[src/rtl/dpd_pkg.sv]
package dpd_pkg;

    // How much history is known, and its value.
    typedef enum logic [2:0] {
        ST_EMPTY = 3'd0,
        ST_SAW0  = 3'd1,
        ST_SAW1  = 3'd2,
        ST_P00   = 3'd3,
        ST_P01   = 3'd4,
        ST_P10   = 3'd5,
        ST_P11   = 3'd6
    } dpd_state_e;

endpackage

[src/rtl/dpd_next_state.sv]
module dpd_next_state
    import dpd_pkg::*;
(
    input  dpd_state_e cur_state,
    input  logic       take,
    input  logic       din,
    output dpd_state_e nxt_state
);

    always_comb begin
        nxt_state = cur_state;
        if (take) begin
            unique case (cur_state)
                ST_EMPTY: nxt_state = din ? ST_SAW1 : ST_SAW0;
                ST_SAW0:  nxt_state = din ? ST_P01  : ST_P00;
                ST_SAW1:  nxt_state = din ? ST_P11  : ST_P10;
                ST_P00:   nxt_state = din ? ST_P01  : ST_P00;
                ST_P01:   nxt_state = din ? ST_P11  : ST_P10;
                ST_P10:   nxt_state = din ? ST_P01  : ST_P00;
                ST_P11:   nxt_state = din ? ST_P11  : ST_P10;
                default:  nxt_state = ST_EMPTY;
            endcase
        end
    end

endmodule

[src/rtl/dpd_match_decode.sv]
module dpd_match_decode
    import dpd_pkg::*;
(
    input  dpd_state_e cur_state,
    input  logic       din,
    output logic       hit
);

    // The window ending at din matches 0,1,1 or 1,1,0.
    always_comb begin
        unique case (cur_state)
            ST_P01:  hit = din;
            ST_P11:  hit = ~din;
            default: hit = 1'b0;
        endcase
    end

endmodule

[src/rtl/dual_pattern_detector.sv]
module dual_pattern_detector
    import dpd_pkg::*;
(
    input  logic clk,
    input  logic rst,
    input  logic bit_vld,
    input  logic bit_in,
    output logic match
);

    dpd_state_e state_q;
    dpd_state_e state_d;
    logic       hit;

    dpd_next_state u_next (
        .cur_state (state_q),
        .take      (bit_vld),
        .din       (bit_in),
        .nxt_state (state_d)
    );

    dpd_match_decode u_dec (
        .cur_state (state_q),
        .din       (bit_in),
        .hit       (hit)
    );

    // State register
    always_ff @(posedge clk) begin
        if (rst) state_q <= ST_EMPTY;
        else     state_q <= state_d;
    end

    // Output register
    always_ff @(posedge clk) begin
        if (rst)          match <= 1'b0;
        else if (bit_vld) match <= hit;
    end

endmodule

[config.mk]
export PLATFORM = sky130hd
export DESIGN_NAME = dual_pattern_detector
export DESIGN_NICKNAME = d
export VERILOG_FILES = /design/src/rtl/dpd_pkg.sv /design/src/rtl/dpd_next_state.sv /design/src/rtl/dpd_match_decode.sv /design/src/rtl/dual_pattern_detector.sv
export SDC_FILE = /design/constraint.sdc
export NUM_CORES = 1
export LEC_CHECK = 0
export BUFFER_PORTS_ARGS = -buffer_cell sky130_fd_sc_hd__buf_2
export CAP_MARGIN = 20
export CORE_AREA = 2 2 39 41
export CTS_CLUSTER_DIAMETER = 150
export DETAILED_ROUTE_END_ITERATION = 16
export DIE_AREA = 0 0 41 43
export GPL_ROUTABILITY_DRIVEN = 0
export HOLD_SLACK_MARGIN = 0.08
export PLACE_DENSITY_LB_ADDON = 0.05
export SLEW_MARGIN = 5
export SYNTH_ARGS = -nofsm -noshare
export SYNTH_HDL_FRONTEND = slang
export SYNTH_HIERARCHICAL = 1
export SYNTH_SLANG_ARGS = --single-unit
[constraint.sdc]
create_clock -name clk -period 1.2 [get_ports clk]
set_input_delay 0.12 -clock clk [delete_from_list [all_inputs] [get_ports clk]]
set_output_delay 0.12 -clock clk [all_outputs]
set_load 0.005 [all_outputs]
=== Yosys cells after proc, flatten, opt, wreduce, memory -nomap -nowiden ===
Index checks and enable logic that the tools add are counted.

* Bitwise gates (word level): 1
* Equal/unequal tests: 6
* Reduce and logical (&&, ||, !) cells: 3
* Muxes and demuxes: 5

{| class="wikitable"
|+ Operator list
! kind !! number
|-
| 3-bit equality test (second input constant) || 3
|-
| 3-bit case mux with 3 select lines || 1
|-
| 3-bit by 2-bit equality test with 1-bit output (second input constant) || 2
|-
| 3-bit OR reduction || 2
|-
| 2-bit two-way mux || 2
|-
| 3-bit by 1-bit equality test with 1-bit output (second input constant) || 1
|-
| 3-bit zero test || 1
|-
| 3-bit two-way mux || 1
|-
| 1-bit case mux with 2 select lines || 1
|-
| 1-bit inverter || 1
|}

* Input port bits: 4
* Flip-flop bits (word level): 4
* Output and inout port bits: 1
* Logic and storage cells: 17

=== Logic depth before layout (Yosys ltp) ===
Gate-level depths: netlist of the first run.

* Depth after elaboration: 3
* Gate-level depth with buffers: 4
* Mapped depth without buffers: 4

=== Cells and area by module ===
Netlist of the first run, hierarchy kept.

{| class="wikitable"
|+ By module, submodules not included
! module !! instances !! cells each !! area each (µm²) !! sequential area each (µm²)
|-
| dual_pattern_detector || 1 || 9 || 112.6 || 80.1
|-
| dpd_next_state || 1 || 11 || 66.3 || 0.0
|-
| dpd_match_decode || 1 || 2 || 21.3 || 0.0
|}

=== Worst setup path before layout of the first run ===
OpenSTA, ideal clock, no wires.

* Path type: reg-to-reg
* Start: register state_q[0]
* End: register state_q[0]
* Setup slack: 0.236 ns
* Data required time: 1.086 ns
* Data arrival time: 0.850 ns
* Library setup time: 0.114 ns
* Cell stages (with the launch flop): 4
* Cells stage by stage: dfxtp_1 a31oi_1 mux2_2 nor2b_1

* Longest elaborated chain between the ends: 3
* Elaborated cells between the ends (all ways): 10

{| class="wikitable"
|+ Ends and longest elaborated chain
! item !! line !! RTL
|-
| start: declaration || dual_pattern_detector.sv:11 || <nowiki>dpd_state_e state_q;</nowiki>
|-
| start signal: assignment || dual_pattern_detector.sv:31 || <nowiki>else state_q <= state_d;</nowiki>
|-
| 3-bit by 2-bit equality test with 1-bit output, or another cell as far along || dpd_next_state.sv:13 || <nowiki>unique case (cur_state)</nowiki>
|-
| 3-bit OR reduction (no source line) || -- ||
|-
| 3-bit case mux with 3 select lines * || dpd_next_state.sv:13 ||
|}

Mark *: on every way between the ends. The rest lies on a longest branch, timed or not.
A chain may end at the register's enable or synchronous reset.

=== Worst setup path in the final report of the first run ===
Same ends and word-level chain as after synthesis.

==> impl_results.html, run 1 <==
<table>
<tr><th>Metric</th><th>Value</th></tr>
<tr><th colspan="2">Flow run</th></tr>
<tr><td>Max Cap Viol</td><td>0</td></tr>
<tr><th colspan="2">Timing</th></tr>
<tr><td>Pin slew with the least headroom to its limit</td><td>0.2367 ns</td></tr>
<tr><td>Accumulated negative setup slack</td><td>0 ns</td></tr>
<tr><td>Clock skew after layout</td><td>between 0.002 and 0.0025 ns</td></tr>
<tr><td>Headroom to the max-slew limit</td><td>84.20%</td></tr>
<tr><td>Number of hold violations in the final report</td><td>0</td></tr>
<tr><td>Post-route clock period utilization</td><td>between 80% and 90%</td></tr>
<tr><td>Min Tclk post-route</td><td>1.053 ns</td></tr>
<tr><td>Maximum clock rate</td><td>roughly 0.95 GHz</td></tr>
<tr><td>Slew Viols, Final</td><td>0</td></tr>
<tr><td>Setup repair after global routing missed its margin</td><td>false</td></tr>
<tr><td>Final-report setup violation count</td><td>0</td></tr>
<tr><td>Worst Setup Slack, final</td><td>between 0.1 and 0.15 ns</td></tr>
<tr><th colspan="2">Synth</th></tr>
<tr><td>Sequential element share of the synthesized area</td><td>roughly two fifths</td></tr>
<tr><td>Count of distinct cell types in the synthesized netlist</td><td>13</td></tr>
<tr><td>Adder-cell area share of the yosys netlist</td><td>0%</td></tr>
<tr><td>Dominant combinational cell family by area after synthesis</td><td>simple AND/OR/NAND/NOR gates</td></tr>
<tr><td>Biggest area contributors in the synthesized netlist</td><td>sky130_fd_sc_hd__dfxtp_1, sky130_fd_sc_hd__mux2i_1, sky130_fd_sc_hd__nor2b_1</td></tr>
<tr><td>Synthesized netlist net count</td><td>26</td></tr>
<tr><td>Netlist area before placement</td><td>between 200 and 250 um^2</td></tr>
<tr><td>Flops &amp; latches, synth</td><td>4</td></tr>
<tr><td>Largest area contributor in the synthesized netlist</td><td>sky130_fd_sc_hd__dfxtp_1</td></tr>
<tr><td>Synthesized-area fraction occupied by and/or/nand/nor cells</td><td>~23%</td></tr>
<tr><td>Share of synthesized area spent on multiplexers</td><td>between 10% and 20%</td></tr>
<tr><td>Number of standard cells after synthesis</td><td>22</td></tr>
<tr><td>Synthesized-area fraction occupied by xor and xnor cells</td><td>4.375%</td></tr>
<tr><td>Complex-gate fraction of the synthesized area</td><td>between 10% and 20%</td></tr>
<tr><td>Area share of the largest cell type after synthesis</td><td>approximately 40%</td></tr>
<tr><td>Average cell area after synthesis</td><td>about 9.1 um^2</td></tr>
<tr><td>Synthesis Warnings</td><td>6</td></tr>
<tr><th colspan="2">Clock tree</th></tr>
<tr><td>Worst-skew pair later-pin latency</td><td>0.23 ns</td></tr>
<tr><td>Maximum count of clock buffers along a single path</td><td>2</td></tr>
<tr><td>CTS sink count</td><td>4</td></tr>
<tr><td>Buffers inserted by post-CTS timing repair</td><td>0</td></tr>
<tr><td>Clock-pin transition on the worst setup and hold timing paths</td><td>0.04 ns</td></tr>
<tr><td>Count of cells resized by post-cts repair</td><td>0</td></tr>
<tr><td>Total clock buffers created by CTS</td><td>3</td></tr>
<tr><td>Number of hold-repair buffers added at the cts stage</td><td>0</td></tr>
<tr><td>Clock tree from TritonCTS</td><td>built</td></tr>
<tr><td>H-tree depth reported by CTS</td><td>1</td></tr>
<tr><td>Clock tree root driver cell</td><td>sky130_fd_sc_hd__clkbuf_4</td></tr>
<tr><th colspan="2">Run status</th></tr>
<tr><td>Run status</td><td>finished, final reports clean</td></tr>
<tr><th colspan="2">Min path</th></tr>
<tr><td>Min-delay worst type</td><td>input port to flop</td></tr>
<tr><th colspan="2">Layout</th></tr>
<tr><td>Number of non-filler instances in the completed layout</td><td>45</td></tr>
<tr><td>Layout Cell Area excl Fill</td><td>between 200 and 300 um^2</td></tr>
<tr><td>Area growth from synthesis to layout</td><td>31.25%</td></tr>
<tr><td>Net count of the finished layout</td><td>35</td></tr>
<tr><td>Fraction of final layout cells with drive strength greater than 1</td><td>between 30% and 40%</td></tr>
<tr><td>Diode count</td><td>0</td></tr>
<tr><td>Final core utilization</td><td>about a fifth</td></tr>
<tr><td>Filler cell count</td><td>161</td></tr>
<tr><th colspan="2">Route</th></tr>
<tr><td>Post-DR wirelength/cell</td><td>roughly 9.4 um</td></tr>
<tr><td>Pre-antenna DRT Iters</td><td>2</td></tr>
<tr><td>Vias after detailed routing</td><td>around 170</td></tr>
<tr><td>Final wirelength</td><td>~420 um</td></tr>
<tr><td>Drt via density</td><td>around 3.8</td></tr>
<tr><td>Count of routing violations after the opening detailed-route iteration</td><td>1</td></tr>
<tr><td>DRC violations left</td><td>0</td></tr>
<tr><td>Post-route ant nets</td><td>0</td></tr>
<tr><th colspan="2">Global route</th></tr>
<tr><td>Vias in the first global route</td><td>around 190</td></tr>
<tr><td>Met3 usage</td><td>under 10%</td></tr>
<tr><td>Global routing met1 resource utilization</td><td>under 10%</td></tr>
<tr><td>Global-route layer with the greatest usage</td><td>met4</td></tr>
<tr><td>Maximum number of pins on one net before global-route repair</td><td>7</td></tr>
<tr><td>Overflow left after global routing</td><td>0</td></tr>
<tr><td>Antenna violations before repair</td><td>0</td></tr>
<tr><td>Overall track demand over capacity in global routing</td><td>7.222%</td></tr>
<tr><td>Global Route met2 Usage</td><td>slightly above 9%</td></tr>
<tr><td>First-pass GRT wire length</td><td>roughly 770 um</td></tr>
<tr><th colspan="2">Setup path</th></tr>
<tr><td>Worst Path Max Fanout</td><td>6</td></tr>
<tr><td>Ordered cell list for the critical path</td><td>a31oi_1 -&gt; mux2_2 -&gt; nor2b_1</td></tr>
<tr><td>Buffers &amp; Inverters on Critical Path</td><td>0</td></tr>
<tr><td>Worst path arrival time</td><td>roughly 1.2 ns</td></tr>
<tr><td>Register-to-register path setup slack</td><td>roughly 0.15 ns</td></tr>
<tr><td>Data required, critical path</td><td>about 1.3 ns</td></tr>
<tr><td>Largest stage delay, worst path</td><td>0.44 ns</td></tr>
<tr><td>CP Class</td><td>flop to flop</td></tr>
<tr><td>Critical-path top delay cell</td><td>sky130_fd_sc_hd__dfxtp_1</td></tr>
<tr><td>Worst setup EP type</td><td>flop</td></tr>
<tr><td>Gate family responsible for the most delay along the worst path</td><td>flip-flops</td></tr>
<tr><td>Startpoint type of the worst setup path</td><td>flop</td></tr>
<tr><th colspan="2">Placement</th></tr>
<tr><td>Worst setup slack before clock tree synthesis</td><td>0.1455 ns</td></tr>
<tr><td>Post-Place Cell Area</td><td>between 200 and 250 um^2</td></tr>
<tr><td>Port bufs</td><td>4</td></tr>
<tr><td>Number of cells in the design after placement</td><td>42</td></tr>
<tr><th colspan="2">Die</th></tr>
<tr><td>Starting density of the core</td><td>14.47%</td></tr>
<tr><td>Area of the core region</td><td>approximately 1400 um^2</td></tr>
<tr><td>Horizontal die dimension</td><td>41 um</td></tr>
<tr><td>Total die area</td><td>1763 um^2</td></tr>
<tr><td>Number of ports placed on the die boundary</td><td>5</td></tr>
<tr><td># rows</td><td>14</td></tr>
<tr><td>Die Span Y</td><td>43 um</td></tr>
<tr><th colspan="2">Power and ir drop</th></tr>
<tr><td>Share of total power in combinational logic</td><td>a little under an eighth</td></tr>
<tr><td>Power density relative to cell area</td><td>about 1400 nW/um^2</td></tr>
<tr><td>Net Sw Frac</td><td>roughly 22%</td></tr>
<tr><td>Total internal power</td><td>between 0.2 and 0.3 mW</td></tr>
<tr><td>Leakage power summed over all cells</td><td>approximately 0.11 nW</td></tr>
<tr><td>Proportion of power drawn by the clock network</td><td>44.9%</td></tr>
<tr><td>IR Drop Worst-Case VDD</td><td>between 300 and 400 uV</td></tr>
<tr><td>Flop pwr share</td><td>43.1%</td></tr>
<tr><td>Switching power</td><td>about 0.08 mW</td></tr>
</table>
state kept, by name, indices dropped and copies added (netlist names):
| signal | cells |
|---|---|
| state_q | 3 |
| match | 1 |
metrics by stage:
| stage | hold WS (ns) | total power [mW] |
|---|---|---|
| global placement | 0.3350 | 0.1971 |
| global route | 0.1225 | 0.3777 |
| finish | 0.09754 | 0.3566 |
| detailed placement | 0.3379 | 0.1978 |
| floorplan | 0.1916 | 0.1800 |
| CTS | 0.09242 | 0.3670 |
path summary, 6_finish.rpt:
| check | cells after the start | endpoint | start |
|---|---|---|---|
| max | 3 | state_q[0] | state_q[0] |
| min | 2 | state_q[2] | rst |
| max reg2reg | 3 | state_q[0] | state_q[0] |
| min reg2reg | 2 | match | match |
logic make-up (layout without fill, tap and decap cells):
logic type      count (synthesis)  count (layout)
simple gates                    8               8
compound gates                  5               5
flops                           4               4
mux                             3               3
xor+xnor                        1               1
buf+inv                         1               8
cell type report:
cell class              instances  area (um^2)  share of cell area [%]
clock buffers                   3        22.52                   8.571
inverters                       1        3.754                   1.429
multi-input cells              17        116.4                   44.29
flip-flops and latches          4        80.08                   30.48
well taps                      16        20.02                   7.619
repair buffers                  4        20.02                   7.619
synth_stat cells (all sizes together):
cell	instances
nor3b	1
inv	1
dfxtp	4
a32oi	1
nand2	2
mux2i	2
nor2	2
o21ai	1
mux2	1
xnor2	1
a21oi	2
a31oi	1
nor2b	3
cell usage in the layout, fill, tap and decap left out:
| master | n |
|---|---|
| sky130_fd_sc_hd__dfxtp_1 | 4 |
| sky130_fd_sc_hd__mux2_2 | 1 |
| sky130_fd_sc_hd__a31oi_1 | 1 |
| sky130_fd_sc_hd__clkbuf_4 | 3 |
| sky130_fd_sc_hd__a32oi_1 | 1 |
| sky130_fd_sc_hd__a21oi_1 | 2 |
| sky130_fd_sc_hd__inv_1 | 1 |
| sky130_fd_sc_hd__nor2b_1 | 3 |
| sky130_fd_sc_hd__nor3b_2 | 1 |
| sky130_fd_sc_hd__o21ai_0 | 1 |
| sky130_fd_sc_hd__mux2i_1 | 2 |
| sky130_fd_sc_hd__nor2_1 | 2 |
| sky130_fd_sc_hd__buf_2 | 4 |
| sky130_fd_sc_hd__xnor2_1 | 1 |
| sky130_fd_sc_hd__nand2_1 | 2 |
layer usage:
layer	vias to the layer above	share of wire, %
met1	73	48
met5	-	0
li1	93	-
met3	2	5.9
met2	4	43
met4	0	2.8
power groups by stage:
stage                     Clock (mW)  Sequential (mW)  Combinational (mW)
after global routing           0.172            0.156              0.0500
after global placement             0            0.155              0.0420
final                          0.160            0.154              0.0429
after detailed placement           0            0.155              0.0423
after CTS                      0.171            0.153              0.0429
after floorplan                    0            0.152              0.0275
(Power assumes the default switching activity.)
==> inputs of run 2 (changes only) <==
--- a/config.mk
+++ b/config.mk
@@ -7,10 +7,10 @@
 export LEC_CHECK = 0
 export BUFFER_PORTS_ARGS = -buffer_cell sky130_fd_sc_hd__buf_2
 export CAP_MARGIN = 20
-export CORE_AREA = 2 2 39 41
+export CORE_AREA = 3 3 40 42
 export CTS_CLUSTER_DIAMETER = 150
 export DETAILED_ROUTE_END_ITERATION = 16
-export DIE_AREA = 0 0 41 43
+export DIE_AREA = 0 0 43 45
 export GPL_ROUTABILITY_DRIVEN = 0
 export HOLD_SLACK_MARGIN = 0.08
 export PLACE_DENSITY_LB_ADDON = 0.05
==> run 2 against run 1 <==
Effect of this change: total power rose by 1.2%; highest routed layer is now met3; via count fell by 1.7%; sequential power barely moved; clock skew fell by 0.0021 ns; final cell count fell by 2.2%; clock power rose by 4%; combinational power fell by 2%; largest power group unchanged; setup slack improved by 0.042 ns; count of clock-buffer cells in the layout did not move; die area rose by 9.8%; wire length fell by 9.2%; sequential cell count did not move.
==> impl_results.html, run 2 (same netlist as run 1, synthesis figures left out) <==
<table>
<tr><th>Metric</th><th>Value</th></tr>
<tr><th colspan="2">Clock tree</th></tr>
<tr><td>Number of hold-repair buffers added at the cts stage</td><td>0 (unchanged)</td></tr>
<tr><td>Count of cells resized by post-cts repair</td><td>0 (unchanged)</td></tr>
<tr><td>Clock tree from TritonCTS</td><td>built</td></tr>
<tr><td>Buffers inserted by post-CTS timing repair</td><td>0 (unchanged)</td></tr>
<tr><td>Clock-pin transition on the worst setup and hold timing paths</td><td>0.04 ns (about the same)</td></tr>
<tr><td>Worst-skew pair later-pin latency</td><td>0.23 ns (about the same)</td></tr>
<tr><td>Clock tree root driver cell</td><td>sky130_fd_sc_hd__clkbuf_4</td></tr>
<tr><td>H-tree depth reported by CTS</td><td>1 (unchanged)</td></tr>
<tr><td>CTS sink count</td><td>4 (unchanged)</td></tr>
<tr><td>Maximum count of clock buffers along a single path</td><td>2 (unchanged)</td></tr>
<tr><td>Total clock buffers created by CTS</td><td>3 (unchanged)</td></tr>
<tr><th colspan="2">Route</th></tr>
<tr><td>Drt via density</td><td>3.841 (+0.49%)</td></tr>
<tr><td>Vias after detailed routing</td><td>169 (-1.7%)</td></tr>
<tr><td>Pre-antenna DRT Iters</td><td>2 (unchanged)</td></tr>
<tr><td>Count of routing violations after the opening detailed-route iteration</td><td>2 (+1)</td></tr>
<tr><td>Post-route ant nets</td><td>0 (unchanged)</td></tr>
<tr><td>Post-DR wirelength/cell</td><td>8.705 um (-7.2%)</td></tr>
<tr><td>Final wirelength</td><td>383 um (-9.2%)</td></tr>
<tr><td>DRC violations left</td><td>0 (unchanged)</td></tr>
<tr><th colspan="2">Setup path</th></tr>
<tr><td>Worst path arrival time</td><td>1.14 ns (-0.04 ns)</td></tr>
<tr><td>Worst setup EP type</td><td>flop</td></tr>
<tr><td>Startpoint type of the worst setup path</td><td>flop</td></tr>
<tr><td>Worst Path Max Fanout</td><td>6 (unchanged)</td></tr>
<tr><td>Data required, critical path</td><td>1.33 ns (about the same)</td></tr>
<tr><td>CP Class</td><td>flop to flop</td></tr>
<tr><th colspan="2">Timing</th></tr>
<tr><td>Final-report setup violation count</td><td>0 (unchanged)</td></tr>
<tr><td>Accumulated negative setup slack</td><td>0 ns (unchanged)</td></tr>
<tr><td>Maximum clock rate</td><td>0.9891 GHz (+4.1%)</td></tr>
<tr><td>Setup repair after global routing missed its margin</td><td>false</td></tr>
<tr><td>Min Tclk post-route</td><td>1.011 ns (-0.04180 ns)</td></tr>
<tr><td>Number of hold violations in the final report</td><td>0 (unchanged)</td></tr>
<tr><td>Pin slew with the least headroom to its limit</td><td>0.2049 ns (-0.03178 ns)</td></tr>
<tr><td>Post-route clock period utilization</td><td>84.25% (-3.5 points)</td></tr>
<tr><td>Slew Viols, Final</td><td>0 (unchanged)</td></tr>
<tr><td>Clock skew after layout</td><td>0.0003157 ns (-0.002118 ns)</td></tr>
<tr><td>Headroom to the max-slew limit</td><td>86.32% (+2.1 points)</td></tr>
<tr><th colspan="2">Die</th></tr>
<tr><td>Total die area</td><td>1935 um^2 (+9.8%)</td></tr>
<tr><td>Die Span Y</td><td>45 um (+4.7%)</td></tr>
<tr><td># rows</td><td>13 (-1)</td></tr>
<tr><td>Area of the core region</td><td>1285 um^2 (-7.1%)</td></tr>
<tr><td>Number of ports placed on the die boundary</td><td>5 (unchanged)</td></tr>
<tr><td>Horizontal die dimension</td><td>43 um (+4.9%)</td></tr>
<tr><td>Starting density of the core</td><td>15.58% (+1.1 points)</td></tr>
<tr><th colspan="2">Power and ir drop</th></tr>
<tr><td>Total internal power</td><td>0.2773 mW (+0.12%)</td></tr>
<tr><td>Share of total power in combinational logic</td><td>11.7% (-0.3 points)</td></tr>
<tr><td>IR Drop Worst-Case VDD</td><td>354.3 uV (+0.26%)</td></tr>
<tr><td>Switching power</td><td>0.08381 mW (+5.1%)</td></tr>
<tr><td>Power density relative to cell area</td><td>1381 nW/um^2 (+1.7%)</td></tr>
<tr><td>Net Sw Frac</td><td>23.21% (+0.86 points)</td></tr>
<tr><td>Flop pwr share</td><td>42.2% (-0.9 points)</td></tr>
<tr><td>Leakage power summed over all cells</td><td>0.1066 nW (unchanged)</td></tr>
<tr><td>Proportion of power drawn by the clock network</td><td>46.1% (+1.2 points)</td></tr>
<tr><th colspan="2">Flow run</th></tr>
<tr><td>Max Cap Viol</td><td>0 (unchanged)</td></tr>
<tr><th colspan="2">Global route</th></tr>
<tr><td>Vias in the first global route</td><td>149 (-19%)</td></tr>
<tr><td>Overall track demand over capacity in global routing</td><td>4.913% (-2.3 points)</td></tr>
<tr><td>Maximum number of pins on one net before global-route repair</td><td>7 (unchanged)</td></tr>
<tr><td>First-pass GRT wire length</td><td>586 um (-23%)</td></tr>
<tr><td>Antenna violations before repair</td><td>0 (unchanged)</td></tr>
<tr><td>Overflow left after global routing</td><td>0 (unchanged)</td></tr>
<tr><th colspan="2">Layout</th></tr>
<tr><td>Register containing the most flip-flops in the final layout</td><td>state_q</td></tr>
<tr><td>Net count of the finished layout</td><td>35 (unchanged)</td></tr>
<tr><td>Leading registers by flop count</td><td>state_q (3), match (1)</td></tr>
<tr><td>Top library cells by usage in the layout, fill and taps aside</td><td>sky130_fd_sc_hd__buf_2, sky130_fd_sc_hd__dfxtp_1, sky130_fd_sc_hd__nor2b_1, sky130_fd_sc_hd__clkbuf_4</td></tr>
<tr><td>Largest register FFs</td><td>3 (unchanged)</td></tr>
<tr><td>Area growth from synthesis to layout</td><td>30.63%</td></tr>
<tr><td>Diode count</td><td>0 (unchanged)</td></tr>
<tr><td>Fraction of final layout cells with drive strength greater than 1</td><td>31.03% (unchanged)</td></tr>
<tr><td>Final core utilization</td><td>20.35% (+1.4 points)</td></tr>
<tr><th colspan="2">Placement</th></tr>
<tr><td>Port bufs</td><td>4 (unchanged)</td></tr>
<tr><td>DP Wirelength</td><td>291.2 um</td></tr>
<tr><th colspan="2">Run status</th></tr>
<tr><td>Run status</td><td>finished, final reports clean</td></tr>
<tr><th colspan="2">Min path</th></tr>
<tr><td>Min-delay worst type</td><td>input port to flop</td></tr>
</table>
run 2: cell counts in the layout (fill, tap and decap cells not counted):
Identical to the previous run, type by type.
run 2: area by class of cell:
type	count	area (um^2)
Clock buffer	3	22.52
Fill cell	148	1023
Sequential cell	4	80.08
Timing Repair Buffer	4	20.02
Multi-Input combinational cell	17	116.4
Tap cell	15	18.77
Inverter	1	3.754
run 2: routing by layer:
metal / GRT usage (%) / vias up / part of all wire, % / wire length [um]
met1: 4.337 / 71 / 49 / 189
met3: 2.390 / 0 / 8.4 / 32
li1: - / 94 / - / -
met5: 0 / - / 0 / 0
met4: 9.036 / 0 / 0 / 0
met2: 5.988 / 4 / 42 / 161
run 2: final timing paths:
kind                    from         end  slack, ns  cells after the start
setup / recovery  state_q[1]  state_q[0]       0.19                      3
hold / removal           rst  state_q[1]       0.09                      2
hold reg to reg        match       match       0.49                      2
setup reg to reg  state_q[1]  state_q[0]       0.19                      3
run 2: stage by stage:
stage	instance area (um^2)	hold WS, ns	setup slack, ns	instances	power [mW]
detailed placement	239.0	0.3368	0.1901	41	0.1967
finish	261.5	0.08916	0.1889	44	0.3611
global placement	239.0	0.3358	0.1627	41	0.1981
global route	261.5	0.1003	0.1470	44	0.3830
floorplan	200.2	0.1916	0.2363	22	0.1800
CTS	261.5	0.08233	0.1844	44	0.3726
run 2: critical path, cell delays in order, from the launching register on:
cell and delay, ns:
sky130_fd_sc_hd__dfxtp_1 0.42, sky130_fd_sc_hd__a31oi_1 0.11, sky130_fd_sc_hd__mux2_2 0.26, sky130_fd_sc_hd__nor2b_1 0.12
run 2: power groups by stage:
stage	Combinational [mW]	Sequential (mW)	Clock, mW
final	0.0421	0.152	0.167
after CTS	0.0425	0.152	0.178
after floorplan	0.0275	0.152	0
after global routing	0.0465	0.153	0.183
after detailed placement	0.0422	0.154	0
after global placement	0.0427	0.155	0
==> inputs of run 3 (changes only) <==
==> constraint.sdc (replaced) <==
create_clock -name clk -period 0.8 [get_ports clk]
set_input_delay 0.08 -clock clk [delete_from_list [all_inputs] [get_ports clk]]
set_output_delay 0.08 -clock clk [all_outputs]
set_load 0.005 [all_outputs]
==> run 3 against run 2 <==
Effect of this change: the flow now finishes with violations (setup timing); count of clock-buffer cells in the layout up 1; register-to-register slack worse by 0.35 ns; total power up 67%; critical endpoint unchanged; critical path depth unchanged; sequential power up 53%; global-route usage up 0.91 points; sequential share of layout area down 3.8 points; fmax up 5.1%; clock skew up 0.0077 ns; highest routed layer unchanged; via count up 12%; non-clock buffer count up 3; wire length up 11%.
==> impl_results.html, run 3 (same netlist as run 1, synthesis figures left out) <==
<table>
<tr><th>Metric</th><th>Value</th></tr>
<tr><th colspan="2">Run status</th></tr>
<tr><td>Run status</td><td>complete, but fails checks</td></tr>
<tr><td>Failing checks</td><td>setup timing</td></tr>
<tr><th colspan="2">Timing</th></tr>
<tr><td>Maximum clock rate</td><td>1.039 GHz (+5.1%)</td></tr>
<tr><td>Clock skew after layout</td><td>0.008005 ns (+0.007689 ns)</td></tr>
<tr><td>Final-report setup violation count</td><td>4 (+4)</td></tr>
<tr><td>Setup repair after global routing missed its margin</td><td>true</td></tr>
<tr><td>Worst Setup Slack, final</td><td>-0.1622 ns (-0.3512 ns)</td></tr>
<tr><td>Post-route clock period utilization</td><td>120.3% (+36 points)</td></tr>
<tr><td>Worst hold slack across all endpoints</td><td>0.2445 ns (+0.1553 ns)</td></tr>
<tr><td>Headroom to the max-slew limit</td><td>88.84% (+2.5 points)</td></tr>
<tr><td>Number of hold violations in the final report</td><td>0 (unchanged)</td></tr>
<tr><td>Slew Viols, Final</td><td>0 (unchanged)</td></tr>
<tr><td>Min Tclk post-route</td><td>0.9622 ns (-0.04882 ns)</td></tr>
<tr><td>Pin slew with the least headroom to its limit</td><td>0.1674 ns (-0.03742 ns)</td></tr>
<tr><th colspan="2">Setup path</th></tr>
<tr><td>Worst path arrival time</td><td>1.09 ns (-0.05 ns)</td></tr>
<tr><td>Largest stage delay, worst path</td><td>0.38 ns (-0.04 ns)</td></tr>
<tr><td>Ordered cell list for the critical path</td><td>a31oi_1 -&gt; mux2_4 -&gt; nor2b_1</td></tr>
<tr><td>Startpoint type of the worst setup path</td><td>flop</td></tr>
<tr><td>Worst setup EP type</td><td>flop</td></tr>
<tr><td>Critical-path top delay cell</td><td>sky130_fd_sc_hd__dfxtp_4</td></tr>
<tr><td>CP Class</td><td>flop to flop</td></tr>
<tr><td>Reg2Reg Depth</td><td>3 (unchanged)</td></tr>
<tr><td>Data required, critical path</td><td>0.93 ns (-0.40 ns)</td></tr>
<tr><td>Register-to-register path setup slack</td><td>-0.16 ns (-0.35 ns)</td></tr>
<tr><td>Beginning of the worst register-to-register path</td><td>state_q[1]</td></tr>
<tr><td>Worst Path Max Fanout</td><td>6 (unchanged)</td></tr>
<tr><td>Terminus of the critical flop-to-flop path</td><td>state_q[0]</td></tr>
<tr><th colspan="2">Die</th></tr>
<tr><td>Number of ports placed on the die boundary</td><td>5 (unchanged)</td></tr>
<tr><td># rows</td><td>13 (unchanged)</td></tr>
<tr><td>Die Span Y</td><td>45 um (unchanged)</td></tr>
<tr><td>Starting density of the core</td><td>15.58% (unchanged)</td></tr>
<tr><td>Horizontal die dimension</td><td>43 um (unchanged)</td></tr>
<tr><td>Area of the core region</td><td>1285 um^2 (unchanged)</td></tr>
<tr><td>Total die area</td><td>1935 um^2 (unchanged)</td></tr>
<tr><th colspan="2">Clock tree</th></tr>
<tr><td>Clock-pin transition on the worst setup and hold timing paths</td><td>0.04 ns (about the same)</td></tr>
<tr><td>Worst-skew pair later-pin latency</td><td>0.24 ns (about the same)</td></tr>
<tr><td>CTS sink count</td><td>4 (unchanged)</td></tr>
<tr><td>Clock tree root driver cell</td><td>sky130_fd_sc_hd__clkbuf_4</td></tr>
<tr><td>Clock tree from TritonCTS</td><td>built</td></tr>
<tr><td>H-tree depth reported by CTS</td><td>1 (unchanged)</td></tr>
<tr><td>Maximum count of clock buffers along a single path</td><td>2 (unchanged)</td></tr>
<tr><td>Buffers inserted by post-CTS timing repair</td><td>0 (unchanged)</td></tr>
<tr><td>Total clock buffers created by CTS</td><td>3 (unchanged)</td></tr>
<tr><th colspan="2">Power and ir drop</th></tr>
<tr><td>Proportion of power drawn by the clock network</td><td>45.1% (-1.0 points)</td></tr>
<tr><td>Flop pwr share</td><td>38.4% (-3.8 points)</td></tr>
<tr><td>Switching power</td><td>0.1409 mW (+68%)</td></tr>
<tr><td>Share of total power in combinational logic</td><td>16.5% (+4.8 points)</td></tr>
<tr><td>IR Drop Worst-Case VDD</td><td>579.6 uV (+64%)</td></tr>
<tr><td>Total internal power</td><td>0.4621 mW (+67%)</td></tr>
<tr><td>Total chip power</td><td>0.6030 mW (+67%)</td></tr>
<tr><td>Leakage power summed over all cells</td><td>0.1346 nW (+26%)</td></tr>
<tr><td>Power density relative to cell area</td><td>1819 nW/um^2 (+32%)</td></tr>
<tr><td>Net Sw Frac</td><td>23.37% (+0.16 points)</td></tr>
<tr><th colspan="2">Route</th></tr>
<tr><td>Final wirelength</td><td>427 um (+11%)</td></tr>
<tr><td>Drt via density</td><td>3.938 (+2.5%)</td></tr>
<tr><td>Post-route ant nets</td><td>0 (unchanged)</td></tr>
<tr><td>DRC violations left</td><td>0 (unchanged)</td></tr>
<tr><td>Vias after detailed routing</td><td>189 (+12%)</td></tr>
<tr><td>Count of routing violations after the opening detailed-route iteration</td><td>1 (-1)</td></tr>
<tr><td>Met3 WL post-DR</td><td>36 um (+13%)</td></tr>
<tr><td>Post-DR wirelength/cell</td><td>8.896 um (+2.2%)</td></tr>
<tr><td>Post-Route M1 WL</td><td>175 um (-7.4%)</td></tr>
<tr><td>Met2 wirelength from detailed routing</td><td>214 um (+33%)</td></tr>
<tr><td>Highest metal layer with signal wires</td><td>met3</td></tr>
<tr><td>Pre-antenna DRT Iters</td><td>2 (unchanged)</td></tr>
<tr><th colspan="2">Global route</th></tr>
<tr><td>Maximum number of pins on one net before global-route repair</td><td>7 (unchanged)</td></tr>
<tr><td>First-pass GRT wire length</td><td>724 um (+24%)</td></tr>
<tr><td>Vias in the first global route</td><td>183 (+23%)</td></tr>
<tr><td>Overall track demand over capacity in global routing</td><td>5.824% (+0.91 points)</td></tr>
<tr><td>Antenna violations before repair</td><td>0 (unchanged)</td></tr>
<tr><td>Overflow left after global routing</td><td>0 (unchanged)</td></tr>
<tr><th colspan="2">Layout</th></tr>
<tr><td>Filler cell count</td><td>143 (-3.4%)</td></tr>
<tr><td>Diode count</td><td>0 (unchanged)</td></tr>
<tr><td>Most common cell after layout, fill and taps aside</td><td>sky130_fd_sc_hd__buf_2</td></tr>
<tr><td>Register containing the most flip-flops in the final layout</td><td>state_q</td></tr>
<tr><td>Area growth from synthesis to layout</td><td>65.62%</td></tr>
<tr><td>Leading registers by flop count</td><td>state_q (3), match (1)</td></tr>
<tr><td>Net count of the finished layout</td><td>38 (+8.6%)</td></tr>
<tr><td>Largest register FFs</td><td>3 (unchanged)</td></tr>
<tr><td>Fraction of final layout cells with drive strength greater than 1</td><td>45.45% (+14 points)</td></tr>
<tr><td>Top library cells by usage in the layout, fill and taps aside</td><td>sky130_fd_sc_hd__buf_2, sky130_fd_sc_hd__nor2b_1, sky130_fd_sc_hd__clkbuf_4</td></tr>
<tr><th colspan="2">Flow run</th></tr>
<tr><td>Max Cap Viol</td><td>0 (unchanged)</td></tr>
<tr><th colspan="2">Placement</th></tr>
<tr><td>Port bufs</td><td>4 (unchanged)</td></tr>
<tr><td>DP Wirelength</td><td>319.6 um (+9.8%)</td></tr>
<tr><th colspan="2">Min path</th></tr>
<tr><td>Capture endpoint of the worst hold path</td><td>state_q[2]</td></tr>
<tr><td>Cell depth of the worst hold path</td><td>3 (+1)</td></tr>
<tr><td>Min-delay worst type</td><td>input port to flop</td></tr>
<tr><td>Worst Min Path Start</td><td>bit_vld</td></tr>
</table>
==> run 3: metal layers <==
layer	track usage (%)	vias up
li1	-	99
met5	0	-
met2	8.084	4
met4	7.229	0
met1	5.048	86
met3	3.984	0
==> run 3: critical path, delay by kind of cell (launching register included) <==
kind	cells	cell delay, ns
flip-flops	1	0.38
multiplexers	1	0.26
AND/OR/NAND/NOR	1	0.13
AO/OA/AOI/OAI	1	0.10
==> run 3: final cells by class <==
type                    count  area [um^2]  share of cell area (%)
clock buffers               4        26.28                   7.925
inverters                   1        3.754                   1.132
multi-input cells          17        145.1                   43.77
flip-flops and latches      4        88.84                   26.79
well taps                  15        18.77                   5.660
repair buffers              7        48.80                   14.72
==> run 3: metrics by stage <==
step / util, % / area [um^2] / setup TNS [ns] / worst slack, ns / instances
4_1_cts: 23.56 / 302.8 / -0.4335 / -0.1436 / 48
2_1_floorplan: - / 210.2 / -0.1534 / -0.09974 / 22
3_3_place_gp: 20.55 / 264.0 / -0.3734 / -0.1421 / 43
3_5_place_dp: 20.55 / 264.0 / -0.3651 / -0.1431 / 43
6_report: 25.80 / 331.6 / -0.4512 / -0.1622 / 48
5_1_grt: 25.80 / 331.6 / -0.6894 / -0.1819 / 48
==> run 3: worst max-delay path by stage <==
stage | startpoint | to | slack, ns | depth (start not counted)
2_1_floorplan | state_q[1] | state_q[0] | -0.1 | 3
3_3_place_gp | state_q[1] | state_q[0] | -0.14 | 3
3_5_place_dp | state_q[1] | state_q[0] | -0.14 | 3
4_1_cts | state_q[0] | state_q[0] | -0.14 | 3
5_1_grt | state_q[1] | match | -0.18 | 4
6_report | state_q[1] | state_q[0] | -0.16 | 3
==> run 3: what timing repair did <==
action                     CTS  global route
resized for setup            1             4
hold buffers                 1             0
pin swaps                    1             4
hold endpoints to repair     4             0
setup endpoints to repair    4             4
==> run 3: power by group through the flow <==
stage               sequential [mW]  clock (mW)  combinational (mW)
global placement              0.233           0              0.0765
finish                        0.232       0.272              0.0997
floorplan                     0.229           0              0.0440
global route                  0.234       0.294               0.110
CTS                           0.228       0.291              0.0796
detailed placement            0.232           0              0.0746
